[src/rtl/fsc_pkg.sv]
package fsc_pkg;
  localparam int unsigned NFLAG = 5;
  localparam int unsigned F_BLANK  = 0;
  localparam int unsigned F_WARN   = 1;
  localparam int unsigned F_LOCK   = 2;
  localparam int unsigned F_FETCH  = 3;
  localparam int unsigned F_FRAME  = 4;
  typedef logic [NFLAG-1:0] flag_vec_t;
endpackage

[src/rtl/fsc_line_timer.sv]
module fsc_line_timer #(
  parameter int unsigned LINE_W = 10
) (
  input  logic                clk,
  input  logic                rst_n,
  input  logic                strobe,
  input  logic [LINE_W-1:0]   act_lines,
  input  logic [LINE_W-1:0]   fp_lines,
  input  logic [LINE_W-1:0]   sync_lines,
  input  logic [LINE_W-1:0]   bp_lines,
  input  logic [LINE_W-1:0]   warn_lines,
  output logic [LINE_W+1:0]   line_q,
  output logic [LINE_W+1:0]   total_lines,
  output logic                ev_blank,
  output logic                ev_warn,
  output logic                ev_lock,
  output logic                ev_frame
);
  localparam int unsigned TW = LINE_W + 2;

  logic [TW-1:0] last_line;
  logic [TW-1:0] step_line;
  logic [TW-1:0] warn_line;
  logic [TW-1:0] act_ext;
  logic [TW-1:0] line_d;

  always_comb begin
    act_ext     = TW'(act_lines);
    total_lines = act_ext + TW'(fp_lines) + TW'(sync_lines) + TW'(bp_lines);
    last_line   = total_lines - TW'(1);
    step_line   = (line_q == last_line) ? '0 : line_q + TW'(1);
    if (TW'(warn_lines) >= act_ext) warn_line = '0;
    else                            warn_line = act_ext - TW'(warn_lines);
    ev_blank = strobe && (step_line == act_ext);
    ev_warn  = strobe && (step_line == warn_line);
    ev_lock  = strobe && (step_line == last_line);
    ev_frame = strobe && (step_line == '0);
    line_d   = strobe ? step_line : line_q;
  end

  always_ff @(posedge clk or negedge rst_n) begin
    if (!rst_n) line_q <= '0;
    else        line_q <= line_d;
  end
endmodule

[src/rtl/fsc_cfg_shadow.sv]
module fsc_cfg_shadow #(
  parameter int unsigned CFG_W = 16
) (
  input  logic             clk,
  input  logic             rst_n,
  input  logic             wr_en,
  input  logic [CFG_W-1:0] wr_data,
  input  logic             lock,
  output logic [CFG_W-1:0] shadow_q,
  output logic [CFG_W-1:0] active_q
);
  logic [CFG_W-1:0] shadow_d;
  logic [CFG_W-1:0] active_d;

  always_comb begin
    shadow_d = wr_en ? wr_data : shadow_q;
    active_d = lock ? shadow_q : active_q;
  end

  always_ff @(posedge clk or negedge rst_n) begin
    if (!rst_n) begin
      shadow_q <= '0;
      active_q <= '0;
    end else begin
      shadow_q <= shadow_d;
      active_q <= active_d;
    end
  end
endmodule

[src/rtl/fsc_irq_status.sv]
module fsc_irq_status
  import fsc_pkg::*;
(
  input  logic      clk,
  input  logic      rst_n,
  input  flag_vec_t set_vec,
  input  logic      clr_wr,
  input  flag_vec_t clr_bits,
  input  flag_vec_t mask,
  output flag_vec_t status_q,
  output logic      irq
);
  flag_vec_t status_d;
  flag_vec_t clr_vec;

  always_comb begin
    clr_vec  = clr_wr ? clr_bits : '0;
    status_d = (status_q & ~clr_vec) | set_vec;
    irq      = |(status_q & mask);
  end

  always_ff @(posedge clk or negedge rst_n) begin
    if (!rst_n) status_q <= '0;
    else        status_q <= status_d;
  end
endmodule

[src/rtl/frame_sync_ctrl.sv]
module frame_sync_ctrl
  import fsc_pkg::*;
#(
  parameter int unsigned LINE_W = 10,
  parameter int unsigned CFG_W  = 16
) (
  input  logic              clk,
  input  logic              rst_n,
  input  logic              line_strobe,
  input  logic              fetch_done,
  input  logic [LINE_W-1:0] act_lines,
  input  logic [LINE_W-1:0] fp_lines,
  input  logic [LINE_W-1:0] sync_lines,
  input  logic [LINE_W-1:0] bp_lines,
  input  logic [LINE_W-1:0] warn_lines,
  input  logic              cfg_wr,
  input  logic [CFG_W-1:0]  cfg_wdata,
  input  logic              clr_wr,
  input  logic [4:0]        clr_bits,
  input  logic [4:0]        irq_mask,
  output logic [4:0]        status,
  output logic [CFG_W-1:0]  active_cfg,
  output logic              irq
);
  localparam int unsigned SYNC_STAGES = 2;

  logic [SYNC_STAGES-1:0] rst_pipe;
  logic                   rst_sync_n;
  logic [LINE_W+1:0]      line_q;
  logic [LINE_W+1:0]      total_lines;
  logic                   ev_blank, ev_warn, ev_lock, ev_frame;
  logic [CFG_W-1:0]       shadow_q;
  flag_vec_t              set_vec;
  flag_vec_t              status_q;

  always_ff @(posedge clk or negedge rst_n) begin
    if (!rst_n) rst_pipe <= '0;
    else        rst_pipe <= {rst_pipe[SYNC_STAGES-2:0], 1'b1};
  end
  assign rst_sync_n = rst_pipe[SYNC_STAGES-1];

  fsc_line_timer #(.LINE_W(LINE_W)) u_timer (
    .clk        (clk),
    .rst_n      (rst_sync_n),
    .strobe     (line_strobe),
    .act_lines  (act_lines),
    .fp_lines   (fp_lines),
    .sync_lines (sync_lines),
    .bp_lines   (bp_lines),
    .warn_lines (warn_lines),
    .line_q     (line_q),
    .total_lines(total_lines),
    .ev_blank   (ev_blank),
    .ev_warn    (ev_warn),
    .ev_lock    (ev_lock),
    .ev_frame   (ev_frame)
  );

  fsc_cfg_shadow #(.CFG_W(CFG_W)) u_cfg (
    .clk     (clk),
    .rst_n   (rst_sync_n),
    .wr_en   (cfg_wr),
    .wr_data (cfg_wdata),
    .lock    (ev_lock),
    .shadow_q(shadow_q),
    .active_q(active_cfg)
  );

  always_comb begin
    set_vec          = '0;
    set_vec[F_BLANK] = ev_blank;
    set_vec[F_WARN]  = ev_warn;
    set_vec[F_LOCK]  = ev_lock;
    set_vec[F_FETCH] = fetch_done;
    set_vec[F_FRAME] = ev_frame;
  end

  fsc_irq_status u_stat (
    .clk     (clk),
    .rst_n   (rst_sync_n),
    .set_vec (set_vec),
    .clr_wr  (clr_wr),
    .clr_bits(clr_bits),
    .mask    (irq_mask),
    .status_q(status_q),
    .irq     (irq)
  );

  assign status = status_q;
endmodule

[config.mk]
export PLATFORM = sky130hd
export DESIGN_NAME = frame_sync_ctrl
export DESIGN_NICKNAME = d
export VERILOG_FILES = /design/src/rtl/fsc_pkg.sv /design/src/rtl/fsc_line_timer.sv /design/src/rtl/fsc_cfg_shadow.sv /design/src/rtl/fsc_irq_status.sv /design/src/rtl/frame_sync_ctrl.sv
export SDC_FILE = /design/constraint.sdc
export NUM_CORES = 1
export LEC_CHECK = 0
export BUFFER_PORTS_ARGS = -buffer_cell sky130_fd_sc_hd__buf_4
export CORE_MARGIN = 8
export CORE_UTILIZATION = 30
export CTS_BUF_LIST = sky130_fd_sc_hd__clkbuf_4 sky130_fd_sc_hd__clkbuf_8 sky130_fd_sc_hd__clkbuf_16
export CTS_CLUSTER_DIAMETER = 30
export DETAILED_ROUTE_END_ITERATION = 7
export PLACE_DENSITY = 0.55
export SYNTH_ARGS = -nofsm -noshare
export SYNTH_HDL_FRONTEND = slang
export SYNTH_SLANG_ARGS = --single-unit
[constraint.sdc]
create_clock -name clk -period 1.9 [get_ports clk]
set_input_delay 0.19 -clock clk [delete_from_list [all_inputs] [get_ports clk]]
set_output_delay 0.19 -clock clk [all_outputs]
set_load 0.01 [all_outputs]
# After elaboration in Yosys (flattened, before gate mapping)
# Cells that the tools add are included.
[word_totals]
latch_bits = 0
mem_bits_ro = 0
register_bits = 51
mem_bits_rw = 0
mem_count = 0
input_bits = 82
[op_classes]
shift = 0
n_mux = 3
n_reduce_logical = 6
n_addsub = 6
magnitude_cmp = 1
div_mod_pow = 0
eq_ne = 4
n_bitwise = 4
n_mul = 0
[ops]
columns = ["op", "count"]
rows = [
  ["12-bit equality test", 3],
  ["12-bit by 10-bit adder with 12-bit output", 2],
  ["12-bit 2-to-1 mux", 2],
  ["12-bit by 1-bit adder with 12-bit output, second input constant", 1],
  ["12-bit by 10-bit equality test with 1-bit output", 1],
  ["12-bit zero test", 1],
  ["12-bit by 1-bit subtractor with 12-bit output, second input constant", 1],
  ["10-bit by 10-bit adder with 11-bit output", 1],
  ["10-bit by 10-bit subtractor with 11-bit output", 1],
  ["5-bit AND", 2],
  ["10-bit greater-or-equal comparator", 1],
  ["5-bit 2-to-1 mux", 1],
  ["5-bit inverter", 1],
  ["5-bit bitwise OR", 1],
  ["5-bit OR reduction", 1],
  ["1-bit logical AND", 4],
]

# Logic depth before layout (Yosys ltp)
[depth]
depth_word = 9
depth_mapped = 29
depth_no_buf = 26

# By module
# A second synthesis with hierarchy kept.
[hier_totals]
hier_cells = 592
hier_area_um2 = 5368.9
[modules_own_cells]
columns = ["mod", "n_inst", "cells_each", "area_each_um2", "seq_area_each_um2"]
rows = [
  ["fsc_line_timer", 1, 503, 3813.7, 300.3],
  ["fsc_cfg_shadow", 1, 68, 1298.7, 800.8],
  ["fsc_irq_status", 1, 18, 202.7, 125.1],
  ["frame_sync_ctrl", 1, 3, 53.8, 50.0],
]

# Worst setup path after synthesis
# Ideal clock, no wire load.
[synth_timing]
path_kind = "in2reg"
startpoint = "input act_lines[1]"
endpoint = "register u_cfg.active_q[10]"
t_required_ns = 1.773
setup_slack_ns = -3.499
stages = 26
setup_ns = 0.127
t_arrival_ns = 5.272
path_buffers = 1
path_cell_list = "ha_1 a21o_1 a21oi_1 o21ai_0 a21oi_1 nand2b_1 a21boi_0 o21ai_0 nand2b_1 a21oi_1 xor2_1 ha_1 inv_1 fa_1 ha_1 a21oi_1 nand3_1 o221ai_1 xnor2_1 nand2_1 nor4_4 o21ai_0 a22o_1 nor4_4 buf_6 mux2_1"
[synth_between]
elab_chain_len = 8
[synth_rtl]
columns = ["item", "line", "text"]
rows = [
  ["start, declared", "frame_sync_ctrl.sv:11", "input logic [LINE_W-1:0] act_lines,"],
  ["10-bit by 10-bit adder with 11-bit output *", "fsc_line_timer.sv:29", "total_lines = act_ext + TW'(fp_lines) + TW'(sync_lines) + TW'(bp_lines);"],
  ["12-bit by 10-bit adder with 12-bit output * (2 in series)", "fsc_line_timer.sv:29", ""],
  ["12-bit by 1-bit subtractor with 12-bit output *", "fsc_line_timer.sv:30", "last_line = total_lines - TW'(1);"],
  ["12-bit equality test", "fsc_line_timer.sv:31", "step_line = (line_q == last_line) ? '0 : line_q + TW'(1);"],
  ["12-bit 2-to-1 mux", "fsc_line_timer.sv:31", ""],
  ["12-bit equality test *", "fsc_line_timer.sv:36", "ev_lock = strobe && (step_line == last_line);"],
  ["1-bit logical AND *", "fsc_line_timer.sv:36", ""],
  ["end signal, assigned", "fsc_cfg_shadow.sv:26", "active_q <= active_d;"],
  ["end, declared", "fsc_cfg_shadow.sv:10", "output logic [CFG_W-1:0] active_q"],
]
# Mark *: on every way between the ends. The rest lies on a longest branch, timed or not.
# A chain may end at the register's enable or synchronous reset.

# Worst setup path in the final report
[layout_timing]
startpoint = "input fp_lines[0]"
endpoint = "register u_cfg.active_q[3]"
[layout_between]
elab_chain_len = 8
[layout_rtl]
columns = ["item", "line", "text"]
rows = [
  ["start, declared", "frame_sync_ctrl.sv:12", "input logic [LINE_W-1:0] fp_lines,"],
  ["10-bit by 10-bit adder with 11-bit output *", "fsc_line_timer.sv:29", ""],
  ["12-bit by 10-bit adder with 12-bit output * (2 in series)", "fsc_line_timer.sv:29", ""],
  ["12-bit by 1-bit subtractor with 12-bit output *", "fsc_line_timer.sv:30", ""],
  ["12-bit equality test", "fsc_line_timer.sv:31", ""],
  ["12-bit 2-to-1 mux", "fsc_line_timer.sv:31", ""],
  ["12-bit equality test *", "fsc_line_timer.sv:36", ""],
  ["1-bit logical AND *", "fsc_line_timer.sv:36", ""],
]
# Marks and branches as above.

==> implementation parameters <==
Parameter                              Value

Outcome
  Run status    complete, but fails checks
  Failing checks    setup timing

Worst hold path
  Tightest Hold Check Type    in2reg

Clocking
  CTS clock-pin slew for the worst setup and hold paths    0.07 ns
  Insertion delay of the later-clocked pin in the worst-skew pair    0.29 ns
  CTS buffer count    5
  Buffer type at the clock tree root    clkbuf_16
  # clock sinks    51
  Number of buffers on the longest clock path    2
  CTS tree    yes
  H-tree Lvls    2

GRT
  Total congestion overflow    0
  Global-route wire length before repair    28.1 mm
  Global routing usage summed across all routing layers    15.8%
  Via count of the first global-routing pass    5549
  Number of antenna violations at the first check in global routing    0
  Pin count of the biggest net entering global routing    25

Logic synthesis
  Largest cells by area after synthesis    dfrtp_1 (26%), ha_1 (11%), xnor2_1 (7.7%)
  Synthesized net count    699
  Number of synthesized flops with an enable pin    0
  Number of storage elements in the synthesis netlist    51
  FFs w/ async S/R, synth    100%
  Cell area after synthesis    4990 um^2
  Primary FF master, synth    dfrtp_1
  Cell type with the highest aggregate area in the netlist    dfrtp_1
  Sequential area share after synthesis    25.6%
  Count of different cell masters after synthesis    62
  Synth warn    0
  Top-area cell type share of the netlist area    25.6%
  Synthesized netlist cell count    562
  Mapped Avg Cell Area    8.88 um^2

Route
  First-pass iteration count of the detailed router    5
  Vias    5104
  Number of remaining DRC errors    0
  Antenna viol nets, final    0
  Number of design-rule violations left by the first detailed-router iteration    222
  Via/cell ratio    4.90
  Total wirelength of the detailed-routed design    16.8 mm
  Routed wire length per instance    16.2 um

Finish
  Growth of design area from synthesis to finish    59.8%
  Filler-free cell count of the finished design    1041
  Final core utilization    48.6%
  Post-Layout Inst Area    7970 um^2
  Fraction of final layout cells sized beyond drive strength 1    46.7%
  Number of filler instances in the final layout    1523
  Commonest non-fill, non-tap cells in the layout    buf_4 (254), inv_1 (55), dfrtp_1 (50), xnor2_1 (39)
  Final net count    957
  Commonest non-fill, non-tap cell in the layout    buf_4
  Area taken by multi-input logic gates    3900 um^2
  Storage element area    1280 um^2
  Diodes inserted    0

Setup path
  Kind of start point of the critical path    input port
  Required @ worst endpoint    2.07 ns
  Data arrival time of the worst path    5.50 ns
  CP max FO    7
  Gate family responsible for the most delay along the worst path    adder cells
  Largest stage delay, worst path    0.52 ns
  Buffers plus inverters on the worst setup path    6
  Class of the most critical setup path    in2reg
  Cell type of the slowest stage on the worst timing path    fa_1
  CP endpoint kind    flip-flop

Placed design
  RePlAce Congestion    0.880
  Number of buffers inserted by port buffering    103
  Worst slack, placed    -3.67 ns
  Inst Count DP    1011
  Dpl cell area    7200 um^2
  Detailed placer's ending HPWL    13.5 mm

Timing
  Relative slew slack    63.9%
  Post-Route Skew    0.00715 ns
  Hold_ws    0.0765 ns
  Highest clock rate    0.188 GHz
  Number of setup violations in the final report    32
  Number of pins with negative max-slew slack in the final report    0
  Period utilisation layout    280%
  Clock period minus worst slack    5.33 ns
  Least setup slack across all paths after layout    -3.43 ns
  Setup repair after global routing missed its margin    true
  Worst Max-Slew Pin Slew    0.541 ns
  Final-report hold violation count    0

Floorplan
  Top-level port count    104
  Number of cell rows    47
  Vertical die dimension    145 um
  DIE WIDTH    145 um
  DIE AREA    21000 um^2
  Area of the core    16400 um^2
  Starting density of the core    30.4%

Power
  Largest voltage drop on the vdd net    0.533 mV
  Lkg Pwr    3.80 nW
  Cell area power density    1240 nW/um^2

Flow run
  Maximum Capacitance Violations    0
-- final timing paths --
check | startpoint | to | slack (ns) | cells past startpoint
setup / recovery | fp_lines[0] | u_cfg.active_q[3] | -3.43 | 27
hold reg to reg | rst_pipe[1] | u_cfg.active_q[3] | 0.26 | 0
setup reg to reg | u_timer.line_q[0] | u_cfg.active_q[3] | -1.68 | 13
min in group asynchronous | rst_n | rst_pipe[1] | 0.24 | 2
max in group asynchronous | rst_pipe[1] | u_cfg.active_q[6] | 1.05 | 1
hold / removal | fetch_done | u_stat.status_q[3] | 0.08 | 2
-- logic make-up (layout without fill, tap and decap cells) --
group / after synthesis / count (layout) / share of synthesized area (%)
buf+inv: 80 / 339 / 6.32
flops: 51 / 51 / 25.6
other cells: 1 / 1 / 0.0752
simple gates: 141 / 141 / 14.4
compound gates: 132 / 132 / 18.0
xor+xnor: 63 / 63 / 11.3
fa+ha+maj: 55 / 55 / 15.6
mux: 39 / 39 / 8.68
-- per-layer routing --
metal	track usage [%]	share of wire [%]	vias to the layer above
met4	3.89	1.7	0
li1	-	-	2512
met3	3.08	6.1	22
met1	21.5	47	2409
met2	25.1	45	161
met5	0	0	-
-- through the flow --
stage                     power, mW  setup TNS, ns
final                          9.86         -98.37
after global routing           10.6        -104.45
after CTS                      9.42         -95.86
after detailed placement       7.84        -106.06
after global placement         7.76        -104.93
after floorplan                5.25         -95.89
-- registers in the layout, summed over array words and instances, names as in the netlist --
register and flops:
u_stat.status_q 5, u_timer.line_q 12, u_cfg.shadow_q 16, u_cfg.active_q 16
rst_pipe 2
-- repair_timing --
action / CTS / global route
cloned: 3 / 1
hold buffers: 1 / 0
gates resized for setup: 70 / 24
buffers inserted: 18 / 7
pin swaps: 13 / 45
setup endpoints to repair: 32 / 32
endpoints found under the hold margin: 2 / 0
-- cell type report --
class / count / area share, %
tap: 220 / 3.45
multi-input combinational: 431 / 48.9
sequential: 51 / 16.0
clock buffer: 6 / 1.66
inverter: 60 / 2.82
clock inverter: 2 / 0.157
timing repair buffer: 271 / 26.9
-- worst register-to-register path, delay by kind of cell, from the launching register on --
| family | cells | cell delay [ns] |
|---|---|---|
| buffers and inverters | 3 | 0.53 |
| XOR/XNOR | 1 | 0.19 |
| AND/OR/NAND/NOR | 4 | 1.31 |
| flip-flops | 1 | 0.42 |
| multiplexers | 1 | 0.30 |
| AO/OA/AOI/OAI | 4 | 0.69 |
-- synthesized netlist by cell type, types with 6 or more instances --
master    instances
mux2_2           25
o21ai_0          23
xnor2_1          44
nand2_1          34
inv_1            60
nand4_1           8
nor3_1           11
nand2b_1         10
buf_2             6
nand3_1          18
a21o_1           15
fa_1             12
xor2_1           18
a31oi_1           6
a21oi_1          27
o22ai_1          11
mux2_1            9
nor2_1           35
and3_1            6
ha_1             43
dfrtp_1          51
o21a_1            6
clkbuf_1         11
-- where the power goes --
| group | total (mW) | leakage (nW) | switching [mW] | internal (mW) |
|---|---|---|---|---|
| clock network | 0.874 | 0.0703 | 0.373 | 0.500 |
| logic | 7.60 | 3.09 | 3.61 | 3.99 |
| registers | 1.39 | 0.646 | 0.141 | 1.25 |
Power figures use the tool's default switching activity.
